`src/rtl/spi_mmap_seq_pkg.sv`:
```
package spi_mmap_seq_pkg;

  typedef enum logic [2:0] {
    PH_IDLE  = 3'd0,
    PH_CMD   = 3'd1,
    PH_ADDR  = 3'd2,
    PH_DUMMY = 3'd3,
    PH_DATA  = 3'd4,
    PH_DONE  = 3'd5
  } phase_e;

  // Field positions inside the configuration words
  localparam int unsigned OPC_LSB = 0;
  localparam int unsigned ACC_LSB = 8;
  localparam int unsigned DBW_LSB = 12;
  localparam int unsigned ASZ_LSB = 16;

  // Address byte count for a length code; 0 for the reserved codes
  function automatic logic [2:0] addr_len(input logic [1:0] code);
    case (code)
      2'd0:    return 3'd3;
      2'd1:    return 3'd4;
      default: return 3'd0;
    endcase
  endfunction

  // Dummy transfer count: width field times eight, shifted by access type
  function automatic logic [4:0] dummy_len(input logic [1:0] bw, input logic [1:0] at);
    logic [4:0] raw;
    raw = {bw, 3'b000};
    return raw >> at;
  endfunction

endpackage

```
`src/rtl/spi_mmap_seq_csgen.sv`:
```
module spi_mmap_seq_csgen #(
  parameter int NUM_CS = 2,
  parameter int CSW    = 1
) (
  input  logic              clk,
  input  logic              rst_n,
  input  logic              sel_en,
  input  logic              rel_en,
  input  logic [CSW-1:0]    sel_idx,
  output logic [NUM_CS-1:0] cs_n
);

  for (genvar g = 0; g < NUM_CS; g++) begin : g_lane
    logic lane_d;
    logic lane_en;

    always_comb begin
      lane_en = 1'b0;
      lane_d  = 1'b1;
      if (sel_en && (sel_idx == CSW'(g))) begin
        lane_en = 1'b1;
        lane_d  = 1'b0;
      end else if (rel_en) begin
        lane_en = 1'b1;
        lane_d  = 1'b1;
      end
    end

    always_ff @(posedge clk or negedge rst_n) begin
      if (!rst_n) begin
        cs_n[g] <= 1'b1;
      end else if (lane_en) begin
        cs_n[g] <= lane_d;
      end
    end
  end

endmodule

```
`src/rtl/spi_mmap_seq_fsm.sv`:
```
module spi_mmap_seq_fsm
  import spi_mmap_seq_pkg::*;
#(
  parameter int LEN_W = 3
) (
  input  logic             clk,
  input  logic             rst_n,
  input  logic             start,
  input  logic             is_wr,
  input  logic [2:0]       alen,
  input  logic [4:0]       dlen,
  input  logic [LEN_W-1:0] len_m1,
  input  logic             xfer_ack,
  output phase_e           phase,
  output logic [4:0]       cnt,
  output logic             last_ack
);

  phase_e     ph_d;
  phase_e     post_ph;
  logic [4:0] cnt_d;
  logic [4:0] post_cnt;
  logic       step_en;

  // Phase that follows the address (or the opcode when there is no address)
  always_comb begin
    if (!is_wr && (dlen != 5'd0)) begin
      post_ph  = PH_DUMMY;
      post_cnt = dlen - 5'd1;
    end else begin
      post_ph  = PH_DATA;
      post_cnt = 5'd0;
    end
  end

  always_comb begin
    ph_d     = phase;
    cnt_d    = cnt;
    last_ack = 1'b0;
    case (phase)
      PH_IDLE: begin
        if (start) begin
          ph_d  = PH_CMD;
          cnt_d = 5'd0;
        end
      end
      PH_CMD: begin
        if (xfer_ack) begin
          if (alen != 3'd0) begin
            ph_d  = PH_ADDR;
            cnt_d = 5'(alen - 3'd1);
          end else begin
            ph_d  = post_ph;
            cnt_d = post_cnt;
          end
        end
      end
      PH_ADDR: begin
        if (xfer_ack) begin
          if (cnt == 5'd0) begin
            ph_d  = post_ph;
            cnt_d = post_cnt;
          end else begin
            cnt_d = cnt - 5'd1;
          end
        end
      end
      PH_DUMMY: begin
        if (xfer_ack) begin
          if (cnt == 5'd0) begin
            ph_d  = PH_DATA;
            cnt_d = 5'd0;
          end else begin
            cnt_d = cnt - 5'd1;
          end
        end
      end
      PH_DATA: begin
        if (xfer_ack) begin
          if (cnt == 5'(len_m1)) begin
            ph_d     = PH_DONE;
            last_ack = 1'b1;
          end else begin
            cnt_d = cnt + 5'd1;
          end
        end
      end
      PH_DONE: ph_d = PH_IDLE;
      default: ph_d = PH_IDLE;
    endcase
  end

  assign step_en = (ph_d != phase) || (cnt_d != cnt);

  always_ff @(posedge clk or negedge rst_n) begin
    if (!rst_n) begin
      phase <= PH_IDLE;
      cnt   <= 5'd0;
    end else if (step_en) begin
      phase <= ph_d;
      cnt   <= cnt_d;
    end
  end

endmodule

```
`src/rtl/spi_mmap_seq_dpath.sv`:
```
module spi_mmap_seq_dpath
  import spi_mmap_seq_pkg::*;
#(
  parameter int WIN_AW    = 27,
  parameter int MAX_BYTES = 8,
  parameter int LEN_W     = 3,
  parameter int DW        = 8 * MAX_BYTES
) (
  input  logic             clk,
  input  logic             rst_n,
  input  logic             start,
  input  logic             bus_wr,
  input  logic [WIN_AW-1:0] bus_addr,
  input  logic [LEN_W-1:0] bus_len_m1,
  input  logic [DW-1:0]    bus_wdata,
  input  logic [31:0]      cfg_rd,
  input  logic [31:0]      cfg_wr,
  input  phase_e           phase,
  input  logic [4:0]       cnt,
  input  logic             xfer_ack,
  input  logic [7:0]       xfer_rx,
  output logic             is_wr,
  output logic [2:0]       alen,
  output logic [4:0]       dlen,
  output logic [LEN_W-1:0] len_m1,
  output logic [7:0]       tx_byte,
  output logic [DW-1:0]    rdata,
  output logic             addr_err
);

  logic [31:0]      cfg_sel;
  logic [7:0]       opc_q;
  logic [1:0]       asz_q;
  logic [1:0]       dbw_q;
  logic [1:0]       acc_q;
  logic [31:0]      addr_q;
  logic [DW-1:0]    wdata_q;
  logic             rd_cap;
  logic             err_set;
  logic [1:0]       abyte;
  logic [LEN_W-1:0] dbyte;
  logic             unused_bits;

  assign cfg_sel = bus_wr ? cfg_wr : cfg_rd;
  assign err_set = start && cfg_sel[ASZ_LSB+1];
  assign rd_cap  = (phase == PH_DATA) && xfer_ack && !is_wr;
  assign abyte   = cnt[1:0];
  assign dbyte   = cnt[LEN_W-1:0];

  assign unused_bits = ^{cfg_rd[31:18], cfg_rd[15:14], cfg_rd[11:10],
                         cfg_wr[31:18], cfg_wr[15:14], cfg_wr[11:10], cnt};

  // Access parameters, captured once per accepted access
  always_ff @(posedge clk or negedge rst_n) begin
    if (!rst_n) begin
      is_wr   <= 1'b0;
      opc_q   <= 8'd0;
      asz_q   <= 2'd0;
      dbw_q   <= 2'd0;
      acc_q   <= 2'd0;
      addr_q  <= 32'd0;
      wdata_q <= '0;
      len_m1  <= '0;
    end else if (start) begin
      is_wr   <= bus_wr;
      opc_q   <= cfg_sel[OPC_LSB +: 8];
      asz_q   <= cfg_sel[ASZ_LSB +: 2];
      dbw_q   <= cfg_sel[DBW_LSB +: 2];
      acc_q   <= cfg_sel[ACC_LSB +: 2];
      addr_q  <= 32'(bus_addr);
      wdata_q <= bus_wdata;
      len_m1  <= bus_len_m1;
    end
  end

  // Read data assembly, lane 0 first
  always_ff @(posedge clk or negedge rst_n) begin
    if (!rst_n) begin
      rdata <= '0;
    end else if (start) begin
      rdata <= '0;
    end else if (rd_cap) begin
      rdata[dbyte*8 +: 8] <= xfer_rx;
    end
  end

  always_ff @(posedge clk or negedge rst_n) begin
    if (!rst_n) begin
      addr_err <= 1'b0;
    end else if (err_set) begin
      addr_err <= 1'b1;
    end
  end

  assign alen = addr_len(asz_q);
  assign dlen = dummy_len(dbw_q, acc_q);

  always_comb begin
    case (phase)
      PH_CMD:  tx_byte = opc_q;
      PH_ADDR: tx_byte = addr_q[abyte*8 +: 8];
      PH_DATA: tx_byte = is_wr ? wdata_q[dbyte*8 +: 8] : 8'h00;
      default: tx_byte = 8'h00;
    endcase
  end

endmodule

```
`src/rtl/spi_mmap_seq.sv`:
```
module spi_mmap_seq
  import spi_mmap_seq_pkg::*;
#(
  parameter int NUM_CS    = 2,
  parameter int WIN_AW    = 27,
  parameter int MAX_BYTES = 8,
  localparam int CSW      = (NUM_CS > 1) ? $clog2(NUM_CS) : 1,
  localparam int LEN_W    = (MAX_BYTES > 1) ? $clog2(MAX_BYTES) : 1,
  localparam int DW       = 8 * MAX_BYTES
) (
  input  logic              clk,
  input  logic              rst_n,
  input  logic              bus_req,
  input  logic              bus_wr,
  input  logic [CSW-1:0]    bus_cs,
  input  logic [WIN_AW-1:0] bus_addr,
  input  logic [LEN_W-1:0]  bus_len_m1,
  input  logic [DW-1:0]     bus_wdata,
  output logic              bus_done,
  output logic [DW-1:0]     bus_rdata,
  input  logic [31:0]       cfg_rd,
  input  logic [31:0]       cfg_wr,
  input  logic              uma_busy,
  output logic              xfer_req,
  output logic [7:0]        xfer_tx,
  input  logic              xfer_ack,
  input  logic [7:0]        xfer_rx,
  output logic [NUM_CS-1:0] cs_n,
  output logic              addr_err
);

  phase_e           phase;
  logic [4:0]       cnt;
  logic             start;
  logic             last_ack;
  logic             is_wr;
  logic [2:0]       alen;
  logic [4:0]       dlen;
  logic [LEN_W-1:0] len_m1;

  assign start = (phase == PH_IDLE) && bus_req && !uma_busy;

  spi_mmap_seq_fsm #(.LEN_W(LEN_W)) u_fsm (
    .clk      (clk),
    .rst_n    (rst_n),
    .start    (start),
    .is_wr    (is_wr),
    .alen     (alen),
    .dlen     (dlen),
    .len_m1   (len_m1),
    .xfer_ack (xfer_ack),
    .phase    (phase),
    .cnt      (cnt),
    .last_ack (last_ack)
  );

  spi_mmap_seq_dpath #(
    .WIN_AW    (WIN_AW),
    .MAX_BYTES (MAX_BYTES),
    .LEN_W     (LEN_W),
    .DW        (DW)
  ) u_dpath (
    .clk        (clk),
    .rst_n      (rst_n),
    .start      (start),
    .bus_wr     (bus_wr),
    .bus_addr   (bus_addr),
    .bus_len_m1 (bus_len_m1),
    .bus_wdata  (bus_wdata),
    .cfg_rd     (cfg_rd),
    .cfg_wr     (cfg_wr),
    .phase      (phase),
    .cnt        (cnt),
    .xfer_ack   (xfer_ack),
    .xfer_rx    (xfer_rx),
    .is_wr      (is_wr),
    .alen       (alen),
    .dlen       (dlen),
    .len_m1     (len_m1),
    .tx_byte    (xfer_tx),
    .rdata      (bus_rdata),
    .addr_err   (addr_err)
  );

  spi_mmap_seq_csgen #(.NUM_CS(NUM_CS), .CSW(CSW)) u_cs (
    .clk     (clk),
    .rst_n   (rst_n),
    .sel_en  (start),
    .rel_en  (last_ack),
    .sel_idx (bus_cs),
    .cs_n    (cs_n)
  );

  assign xfer_req = (phase == PH_CMD) || (phase == PH_ADDR) ||
                    (phase == PH_DUMMY) || (phase == PH_DATA);
  assign bus_done = (phase == PH_DONE);

endmodule

```
`config.mk`:
```
export PLATFORM = sky130hd
export DESIGN_NAME = spi_mmap_seq
export DESIGN_NICKNAME = d
export VERILOG_FILES = /design/src/rtl/spi_mmap_seq_pkg.sv /design/src/rtl/spi_mmap_seq_csgen.sv /design/src/rtl/spi_mmap_seq_fsm.sv /design/src/rtl/spi_mmap_seq_dpath.sv /design/src/rtl/spi_mmap_seq.sv
export SDC_FILE = /design/constraint.sdc
export NUM_CORES = 1
export LEC_CHECK = 0
export CAP_MARGIN = 20
export CELL_PAD_IN_SITES_DETAIL_PLACEMENT = 0
export CELL_PAD_IN_SITES_GLOBAL_PLACEMENT = 1
export CORE_UTILIZATION = 39
export DETAILED_ROUTE_END_ITERATION = 8
export MAX_ROUTING_LAYER = met4
export PLACE_DENSITY_LB_ADDON = 0.15
export SYNTH_ARGS = -nofsm -noshare
export SYNTH_HDL_FRONTEND = slang
export SYNTH_SLANG_ARGS = --single-unit
```
`constraint.sdc`:
```
create_clock -name clk -period 4.5 [get_ports clk]
set_input_delay 0.9 -clock clk [delete_from_list [all_inputs] [get_ports clk]]
set_output_delay 0.9 -clock clk [all_outputs]
set_load 0.05 [all_outputs]
```
* Word-level counts from Yosys, hierarchy flattened *
Cells that the tools add are included.

operators by class
  add/sub/neg operators = 5
  equality and inequality tests = 9
  shift-type cells = 5
  muxes and demuxes = 37
  bitwise logic cells = 1
  reductions and logical operators = 20

operators by type and width
  kind                     number
  $mux 64                  2
  $bwmux 64                1
  $shift 8x34->64 const A  1
  $shiftx 64x7->8          1
  $shiftx 8x34->64         1
  $mux 5                   10
  $neg 6->34               1
  $shiftx 32x6->8          1
  $mux 3                   10
  $pmux 5 s5               1
  $pmux 8 s3               1
  $mux 18                  1
  $pmux 3 s5               1
  $sub 5x1->5 const B      2
  $logic_and 1x1->1        8
  $mux 1                   8
  $mux 8                   1
  $eq 3x2->1 const B       2
  $eq 3x3->1 const B       2
  $pmux 3 s2               1
  $add 5x1->5 const B      1
  $eq 5x3->1               1
  $logic_not 5->1          1
  $ne 5x5->1               1
  13 further kinds         17

storage, ports and cells
  flip-flop bits (word level) = 184
  input bits = 173
  output and inout port bits = 77
  word-level logic and storage cells = 91

* Logic depth before layout (Yosys ltp) *
Gate-level depths: netlist of the first run.

  depth in word-level cells = 9
  mapped depth = 11
  depth with buffers taken out = 10

* Modules after synthesis *
From an unflattened synthesis of the first run, not the netlist that was laid out.

unflattened totals
  cell total of the unflattened synthesis = 770
  area total of the unflattened synthesis = 9,092.5 sq um

by module, submodules not included
  module              instances  cells an instance  area an instance (sq um)
  spi_mmap_seq_dpath  1          590                7,790.0
  spi_mmap_seq_fsm    1          167                1,196.1
  spi_mmap_seq_csgen  1          7                  73.8
  spi_mmap_seq        1          6                  32.5

* Least setup slack after synthesis of the first run *
Ideal clock, no wire load.

  path type = reg2out
  from = register u_fsm.cnt[1]
  to = output xfer_tx[0]
  arrival = 2,369 ps
  required time = 3,600 ps
  setup slack = 1,231 ps
  cell stages (with the launch flop) = 6
  path buffers = 2
  cell sequence = dfrtp_1 buf_2 buf_1 mux4_2 mux2i_1 o21ai_0

on the way
  longest elaborated chain between the ends = 3
  elaborated cells between the ends (all ways) = 4
  classes of those cells = shift (2); mux (2)

ends and longest elaborated chain
  item                      line                       text
  start: declaration        spi_mmap_seq_fsm.sv:15     output logic [4:0] cnt,
  start signal: assignment  spi_mmap_seq_fsm.sv:101    cnt <= cnt_d;
  $shiftx 64x7->8           spi_mmap_seq_dpath.sv:102  PH_DATA: tx_byte = is_wr ? wdata_q[dbyte*8 +: 8] : 8'h00;
  $mux 8                    spi_mmap_seq_dpath.sv:102
  $pmux 8 s3 *              spi_mmap_seq_dpath.sv:99   case (phase)
  end: declaration          spi_mmap_seq.sv:25         output logic [7:0] xfer_tx,

Every way passes the cells marked *; elsewhere a longest branch is shown, timed or not.

* Worst setup path in the final report of the first run *
  from = register u_fsm.cnt[0]
  to = output xfer_tx[0]

Same word-level chain as after synthesis.

==> impl_metrics.py, run 1 <==
metrics = {
    "global_routing": {
        "grt_antenna_before_repair": 0,
        "pin_count_of_the_biggest_net_entering_global_routing": 103,
        "grt_pass1_wl_um": 40700,
        "via_count_of_the_first_global_routing_pass": 7238,
        "grt-ovfl-total": 0,
        "grt.total_usage_pct": 23.0,
    },
    "synth": {
        "synth_enable_flop_cells": 0,
        "synth.net_count": 1118,
        "ys_warn_count": 0,
        "synthesis.area_um2": 8870,
        "ys_seq_area_share_pct": 51.9,
        "ys.flop_type": "sky130_fd_sc_hd__dfrtp_1",
        "netlist_instances": 936,
        "synth.distinct_cells": 67,
        "postSynthAreaPerCell_um2": 9.48,
        "synth_seq_cells": 184,
        "async_reset_ff_share_pct": 100,
    },
    "detailed_routing": {
        "detail_route.iter0.violations": 558,
        "dr_total_vias": 7323,
        "wirelength_um": 25100,
        "drt-vias-per-instance": 5.20,
        "drc": 0,
        "route.detailed.wl_per_inst_um": 17.8,
        "drt_pre_antenna_iters": 5,
        "drt.antenna.violating_nets": 0,
    },
    "cells_and_area": {
        "layout.filler_cells": 2033,
        "final_common_cell": "sky130_fd_sc_hd__nand2_1",
        "final_nets": 1298,
        "postLayoutCoreUtil_pct": 53.4,
        "insertedDiodeCount": 0,
        "mostFrequentLayoutCells": "sky130_fd_sc_hd__nand2_1 (322), sky130_fd_sc_hd__clkdlybuf4s50_1 (207), sky130_fd_sc_hd__dfrtp_1 (181)",
        "layout.cells.non_filler": 1409,
        "stdcell_area_um2": 11800,
        "layout-drive-gt1-share_pct": 7.71,
        "relative_area_change_from_synthesis_to_final_layout_pct": 32.8,
    },
    "sta": {
        "timing.final.crit_period_ns": 3.93,
        "final.period_utilization_pct": 87.2,
        "worstMarginPinSlew_ns": 0.866,
        "rsz0062_at_grt": "false",
        "report.final.setup_viol": 0,
        "max_freq_ghz": 0.255,
        "hold_slack_ns": 0.472,
        "finClkSkew_ns": 0.0103,
        "layout_setup_ws_ns": 0.575,
        "totalNegativeSetupSlack_ns": 0,
        "hold_viol_final": 0,
        "report.final.slew_viol_count": 0,
        "slew_headroom_pct": 42.0,
    },
    "setup_path": {
        "path_class": "flip-flop to output pin",
        "critPathBufInv": 1,
        "slowest_stage": "sky130_fd_sc_hd__dfrtp_2",
        "r2r_start": "u_fsm.cnt[0]",
        "critPathTopFamily": "flip-flops",
        "critical_path.endpoint_type": "output pin",
        "regToRegEndpoint": "u_dpath.rdata[6]",
        "critical_path_arrival_ns": 3.03,
        "ff2ff_path_depth": 8,
        "critPathMaxFanout": 20,
        "ff2ff_setup_slack_ns": 0.71,
        "critical_path.startpoint_type": "flip-flop",
        "timing.critical_path.cells": "mux4_2, mux2i_1, o21ai_0, clkdlybuf4s50_1",
        "slowest_delay_ns": 0.83,
        "critPathRequiredTime_ns": 3.60,
    },
    "cts": {
        "worst_setup_hold_path_clk_slew_ns": 0.07,
        "clkLatencyLatePin_ns": 0.43,
        "clk_root_buffer_cell": "sky130_fd_sc_hd__clkbuf_16",
        "cts_num_sinks": 184,
        "clock_tree.buffer_depth": 2,
        "cts-hold-fix-buffers": 0,
        "total_cts_buffers": 17,
        "post_cts_resize_count": 0,
        "postCtsSetupBuffers": 0,
        "htree_num_levels": 4,
        "tritoncts_clock_tree": "done",
    },
    "power_and_ir_drop": {
        "power.density_nw_per_um2": 586,
        "clkPwrFrac_pct": 22.3,
        "max_ir_drop_vdd_uv": 275,
        "internal_power_mw": 4.13,
        "power.share.combinational_pct": 39.1,
        "power.static_leakage_nw": 5.43,
        "p_sw_share_pct": 40.2,
        "seqPwrFrac_pct": 38.6,
        "p_switching_mw": 2.78,
        "power_mw": 6.91,
    },
    "floorplan": {
        "fp.dieArea_um2": 23400,
        "design.core.area_um2": 22100,
        "initial_utilization_pct": 40.2,
        "io-pin-count": 250,
        "floorplan_die_height_um": 153,
        "placementRows": 54,
        "die_width_um": 153,
    },
    "placed_design": {
        "post-place-ws_ns": 0.666,
        "detailed_place.area_um2": 11200,
        "gp_routability_congestion": 0.876,
        "place_hpwl_um": 17500,
        "dp_cells": 1377,
        "numPortBuffers": 213,
    },
    "hold_path": {
        "timing.hold.worst_endpoint": "u_dpath.wdata_q[23]",
        "worst_hold_startpoint": "u_dpath.wdata_q[23]",
        "hold_depth": 2,
        "timing.hold.worst.class": "flip-flop to flip-flop",
    },
    "run_status": {
        "status": "completed",
    },
    "job": {
        "max_cap_violations": 0,
    },
}
area by class of cell:
cell class / count / area (um2) / share of cell area, %
Timing Repair Buffer: 226 / 2250 / 19.1
Sequential cell: 184 / 4610 / 39.1
Clock buffer: 17 / 425 / 3.61
Clock inverter: 15 / 181 / 1.54
Inverter: 18 / 67.6 / 0.573
Tap cell: 280 / 350 / 2.97
Multi-Input combinational cell: 669 / 3910 / 33.2
how the worst max path moves through the flow:
stage | start | endpoint | slack (ns) | depth (start not counted)
2_1_floorplan | u_fsm.cnt[1] | xfer_tx[0] | 1.23 | 5
5_1_grt | u_fsm.cnt[0] | u_dpath.rdata[0] | 0.30 | 8
3_5_place_dp | u_fsm.cnt[0] | u_dpath.rdata[6] | 0.67 | 8
3_3_place_gp | u_fsm.cnt[0] | u_dpath.rdata[7] | 0.77 | 8
4_1_cts | u_fsm.cnt[0] | xfer_tx[0] | 0.51 | 4
6_report | u_fsm.cnt[0] | xfer_tx[0] | 0.57 | 4
flip-flops by register name, indices dropped and copies added, names as in the netlist, 3 cells and up:
signal and flops:
u_dpath.rdata 64, u_fsm.phase 3, u_dpath.opc_q 8, u_fsm.cnt 5, u_dpath.addr_q 27, u_dpath.wdata_q 64
u_dpath.len_m1 3
tightest hold or removal path, delay by kind of cell (launching register included):
family | cells | cell delay, ns
simple gates | 2 | 0.11
flops | 1 | 0.34
logic make-up after synthesis:
logic type | count (synthesis) | synth area share, %
AO/OA/AOI/OAI | 168 | 12.8
XOR/XNOR | 5 | 0.493
adder cells (fa/ha/maj) | 9 | 1.27
buffers and inverters | 83 | 4.20
flip-flops | 184 | 51.9
multiplexers | 47 | 7.98
AND/OR/NAND/NOR | 440 | 21.4
per-layer routing:
| layer | vias up | global-route usage, % | part of all wire (%) |
|---|---|---|---|
| li1 | 3587 | - | - |
| met1 | 3495 | 31.6 | 47 |
| met2 | 219 | 35.7 | 47 |
| met3 | 22 | 3.91 | 4.4 |
| met4 | 0 | 5.29 | 1.1 |
| met5 | - | - | 0 |
synthesized netlist by cell type (3+ instances only):
| cell type | count | area, um2 |
|---|---|---|
| sky130_fd_sc_hd__nand2_1 | 323 | 1210 |
| sky130_fd_sc_hd__dfrtp_1 | 182 | 4550 |
| sky130_fd_sc_hd__o21ai_0 | 48 | 240 |
| sky130_fd_sc_hd__a21oi_1 | 38 | 190 |
| sky130_fd_sc_hd__a22o_1 | 38 | 333 |
| sky130_fd_sc_hd__nand3_1 | 35 | 175 |
| sky130_fd_sc_hd__clkbuf_1 | 29 | 109 |
| sky130_fd_sc_hd__buf_2 | 28 | 140 |
| sky130_fd_sc_hd__mux2i_1 | 28 | 280 |
| sky130_fd_sc_hd__nor2_1 | 28 | 105 |
| sky130_fd_sc_hd__mux4_2 | 19 | 428 |
| sky130_fd_sc_hd__inv_1 | 17 | 63.8 |
| sky130_fd_sc_hd__nor3_1 | 10 | 50.1 |
| sky130_fd_sc_hd__ha_1 | 9 | 113 |
| sky130_fd_sc_hd__a31oi_1 | 7 | 43.8 |
| sky130_fd_sc_hd__nor3b_1 | 7 | 52.6 |
| sky130_fd_sc_hd__o221ai_1 | 5 | 43.8 |
| sky130_fd_sc_hd__nor2b_1 | 4 | 25.0 |
| sky130_fd_sc_hd__nor4_1 | 4 | 25.0 |
| sky130_fd_sc_hd__xnor2_1 | 4 | 35.0 |
| sky130_fd_sc_hd__a211o_1 | 3 | 26.3 |
| sky130_fd_sc_hd__a22oi_1 | 3 | 22.5 |
| sky130_fd_sc_hd__and3_1 | 3 | 18.8 |
| sky130_fd_sc_hd__and3b_1 | 3 | 26.3 |
| sky130_fd_sc_hd__buf_1 | 3 | 11.3 |
| sky130_fd_sc_hd__buf_4 | 3 | 22.5 |
power by group through the flow:
stage / Combinational (mW) / Sequential (mW) / Clock (mW)
after global placement: 2.69 / 2.68 / 0
after floorplan: 1.92 / 2.61 / 0
final: 2.70 / 2.67 / 1.54
after CTS: 2.72 / 2.67 / 1.57
after detailed placement: 2.71 / 2.69 / 0
after global routing: 2.98 / 2.76 / 1.63
Power figures use the tool's default switching activity.
==> run 2, diff against run 1 <==
- ABC_CLOCK_PERIOD_IN_PS: default -> 4500
- CELL_PAD_IN_SITES_DETAIL_PLACEMENT: 0 -> 1
- CORE_MARGIN: default -> 2
==> run 2 against run 1 <==
  * Sequential power hardly changed
  * Register-to-register slack better by 0.04 ns
  * Largest power group unchanged
  * Sequential cell count stayed put
  * Die area is 2.6% higher
  * Fmax is 2.7% lower
  * Wire length is 9.3% higher
  * Hold slack better by 0.0045 ns
  * Clock-buffer cell count is 1 higher
  * Cell count is 0.35% higher
  * Clock power hardly changed
  * Non-clock buffer count stayed put
==> impl_metrics.py, run 2 (same netlist as run 1, synthesis figures left out) <==
metrics = {
    "cells_and_area": {
        "area_of_all_sequential_standard_cells_um2": 4610,
        "final_nets": 1298,
        "insertedDiodeCount": 0,
        "multi_input_area_um2": 3910,
        "mostFrequentLayoutCells": "sky130_fd_sc_hd__nand2_1 (322), sky130_fd_sc_hd__clkdlybuf4s50_1 (212), sky130_fd_sc_hd__dfrtp_1 (180)",
        "top_regs": "u_dpath.rdata x64, u_dpath.wdata_q x64, u_dpath.addr_q x27",
        "layout.filler_cells": 2513,
        "relative_area_change_from_synthesis_to_final_layout_pct": 32.9,
        "final_common_cell": "sky130_fd_sc_hd__nand2_1",
        "stdcell_area_um2": 11800,
        "layout-drive-gt1-share_pct": 7.35,
    },
    "sta": {
        "timing.final.crit_period_ns": 4.03,
        "rsz0062_at_grt": "false",
        "max_freq_ghz": 0.248,
        "hold_slack_ns": 0.476,
        "totalNegativeSetupSlack_ns": 0,
        "hold_viol_final": 0,
        "final.period_utilization_pct": 89.6,
        "finClkSkew_ns": 0.00729,
        "worstMarginPinSlew_ns": 0.874,
        "report.final.setup_viol": 0,
        "slew_headroom_pct": 41.7,
        "report.final.slew_viol_count": 0,
    },
    "detailed_routing": {
        "wirelength_um": 27400,
        "drt_pre_antenna_iters": 5,
        "detail_route.iter0.violations": 458,
        "drc": 0,
        "drt-vias-per-instance": 5.28,
        "drt.antenna.violating_nets": 0,
        "route.detailed.wl_per_inst_um": 19.4,
        "dr_total_vias": 7470,
    },
    "cts": {
        "tritoncts_clock_tree": "done",
        "total_cts_buffers": 17,
        "worst_setup_hold_path_clk_slew_ns": 0.07,
        "htree_num_levels": 4,
        "postCtsSetupBuffers": 0,
        "post_cts_resize_count": 0,
        "cts_num_sinks": 184,
        "clkLatencyLatePin_ns": 0.43,
        "clk_root_buffer_cell": "sky130_fd_sc_hd__clkbuf_16",
        "cts-hold-fix-buffers": 0,
        "clock_tree.buffer_depth": 2,
    },
    "power_and_ir_drop": {
        "max_ir_drop_vdd_uv": 288,
        "power.density_nw_per_um2": 590,
        "power.static_leakage_nw": 5.40,
    },
    "floorplan": {
        "placementRows": 55,
        "initial_utilization_pct": 39.4,
        "die_width_um": 155,
        "io-pin-count": 250,
        "fp.dieArea_um2": 24000,
        "floorplan_die_height_um": 155,
        "design.core.area_um2": 22500,
    },
    "global_routing": {
        "grt_antenna_before_repair": 0,
        "grt-ovfl-total": 0,
        "grt.total_usage_pct": 24.1,
        "via_count_of_the_first_global_routing_pass": 7939,
        "pin_count_of_the_biggest_net_entering_global_routing": 104,
        "grt_pass1_wl_um": 43800,
    },
    "setup_path": {
        "critical_path_arrival_ns": 3.13,
        "path_class": "flip-flop to output pin",
        "critPathMaxFanout": 17,
        "critical_path.endpoint_type": "output pin",
        "critPathRequiredTime_ns": 3.60,
        "critical_path.startpoint_type": "flip-flop",
    },
    "placed_design": {
        "place_hpwl_um": 19300,
        "numPortBuffers": 213,
        "gp_routability_congestion": 0.855,
        "detailed_place.area_um2": 11200,
    },
    "run_status": {
        "status": "completed",
    },
    "hold_path": {
        "timing.hold.worst.class": "flip-flop to flip-flop",
    },
    "job": {
        "max_cap_violations": 0,
    },
}
-- run 2: cell count changes in the layout (fill, tap and decap cells not counted), sizes merged --
cell	change
clkbuf	+1
buf	-5
inv	-3
clkinvlp	+3
clkdlybuf4s50	+5
bufinv	-1
-- run 2: power breakdown --
part | leakage [nW] | total [mW] | switching, mW | internal [mW]
sequential | 2.38 | 2.70 | 0.476 | 2.23
clock | 0.280 | 1.51 | 0.751 | 0.759
combinational | 2.74 | 2.75 | 1.63 | 1.11
total | 5.40 | 6.96 | 2.86 | 4.10
-- run 2: per-layer routing --
| layer | vias to the layer above | GRT usage (%) | share of wire [%] |
|---|---|---|---|
| met3 | 28 | 3.87 | 3.1 |
| met2 | 174 | 38.9 | 49 |
| met4 | 0 | 6.00 | 1.5 |
| met1 | 3714 | 32.0 | 46 |
| li1 | 3554 | - | - |
| met5 | - | - | 0 |
-- run 2: stage by stage --
| step | worst slack, ns | total power, mW | utilization (%) | instances |
|---|---|---|---|---|
| after floorplan | 1.23 | 4.53 | - | 936 |
| after global routing | 0.349 | 7.42 | 52.4 | 1414 |
| final | 0.468 | 6.96 | 52.4 | 1414 |
| after detailed placement | 0.854 | 5.48 | 49.8 | 1382 |
| after CTS | 0.463 | 7.01 | 52.4 | 1414 |
| after global placement | 0.935 | 5.37 | 49.8 | 1382 |
-- run 2: final timing paths --
kind	startpoint	end	slack (ns)	cells past startpoint
max reg2reg	u_fsm.cnt[0]	u_dpath.rdata[0]	0.75	8
min reg2reg	u_dpath.wdata_q[16]	u_dpath.wdata_q[16]	0.48	2
max in group asynchronous	rst_n	u_dpath.wdata_q[23]	2.98	2
min in group asynchronous	rst_n	u_dpath.acc_q[1]	0.53	1
min	u_dpath.wdata_q[16]	u_dpath.wdata_q[16]	0.48	2
max	u_fsm.phase[2]	xfer_tx[2]	0.47	4
-- run 2: area by class of cell --
cell class | instances | area share, %
repair buffers | 226 | 19.1
flip-flops and latches | 184 | 39.1
inverters | 18 | 0.573
multi-input cells | 669 | 33.1
well taps | 285 | 3.02
clock inverters | 14 | 1.33
clock buffers | 18 | 3.72
-- run 2: critical path: stages (launching register included) --
cell and delay (ns):
sky130_fd_sc_hd__dfrtp_1 0.69, sky130_fd_sc_hd__nor3b_2 0.43, sky130_fd_sc_hd__nand2_1 0.28, sky130_fd_sc_hd__o21ai_0 0.41
sky130_fd_sc_hd__clkdlybuf4s50_1 0.88
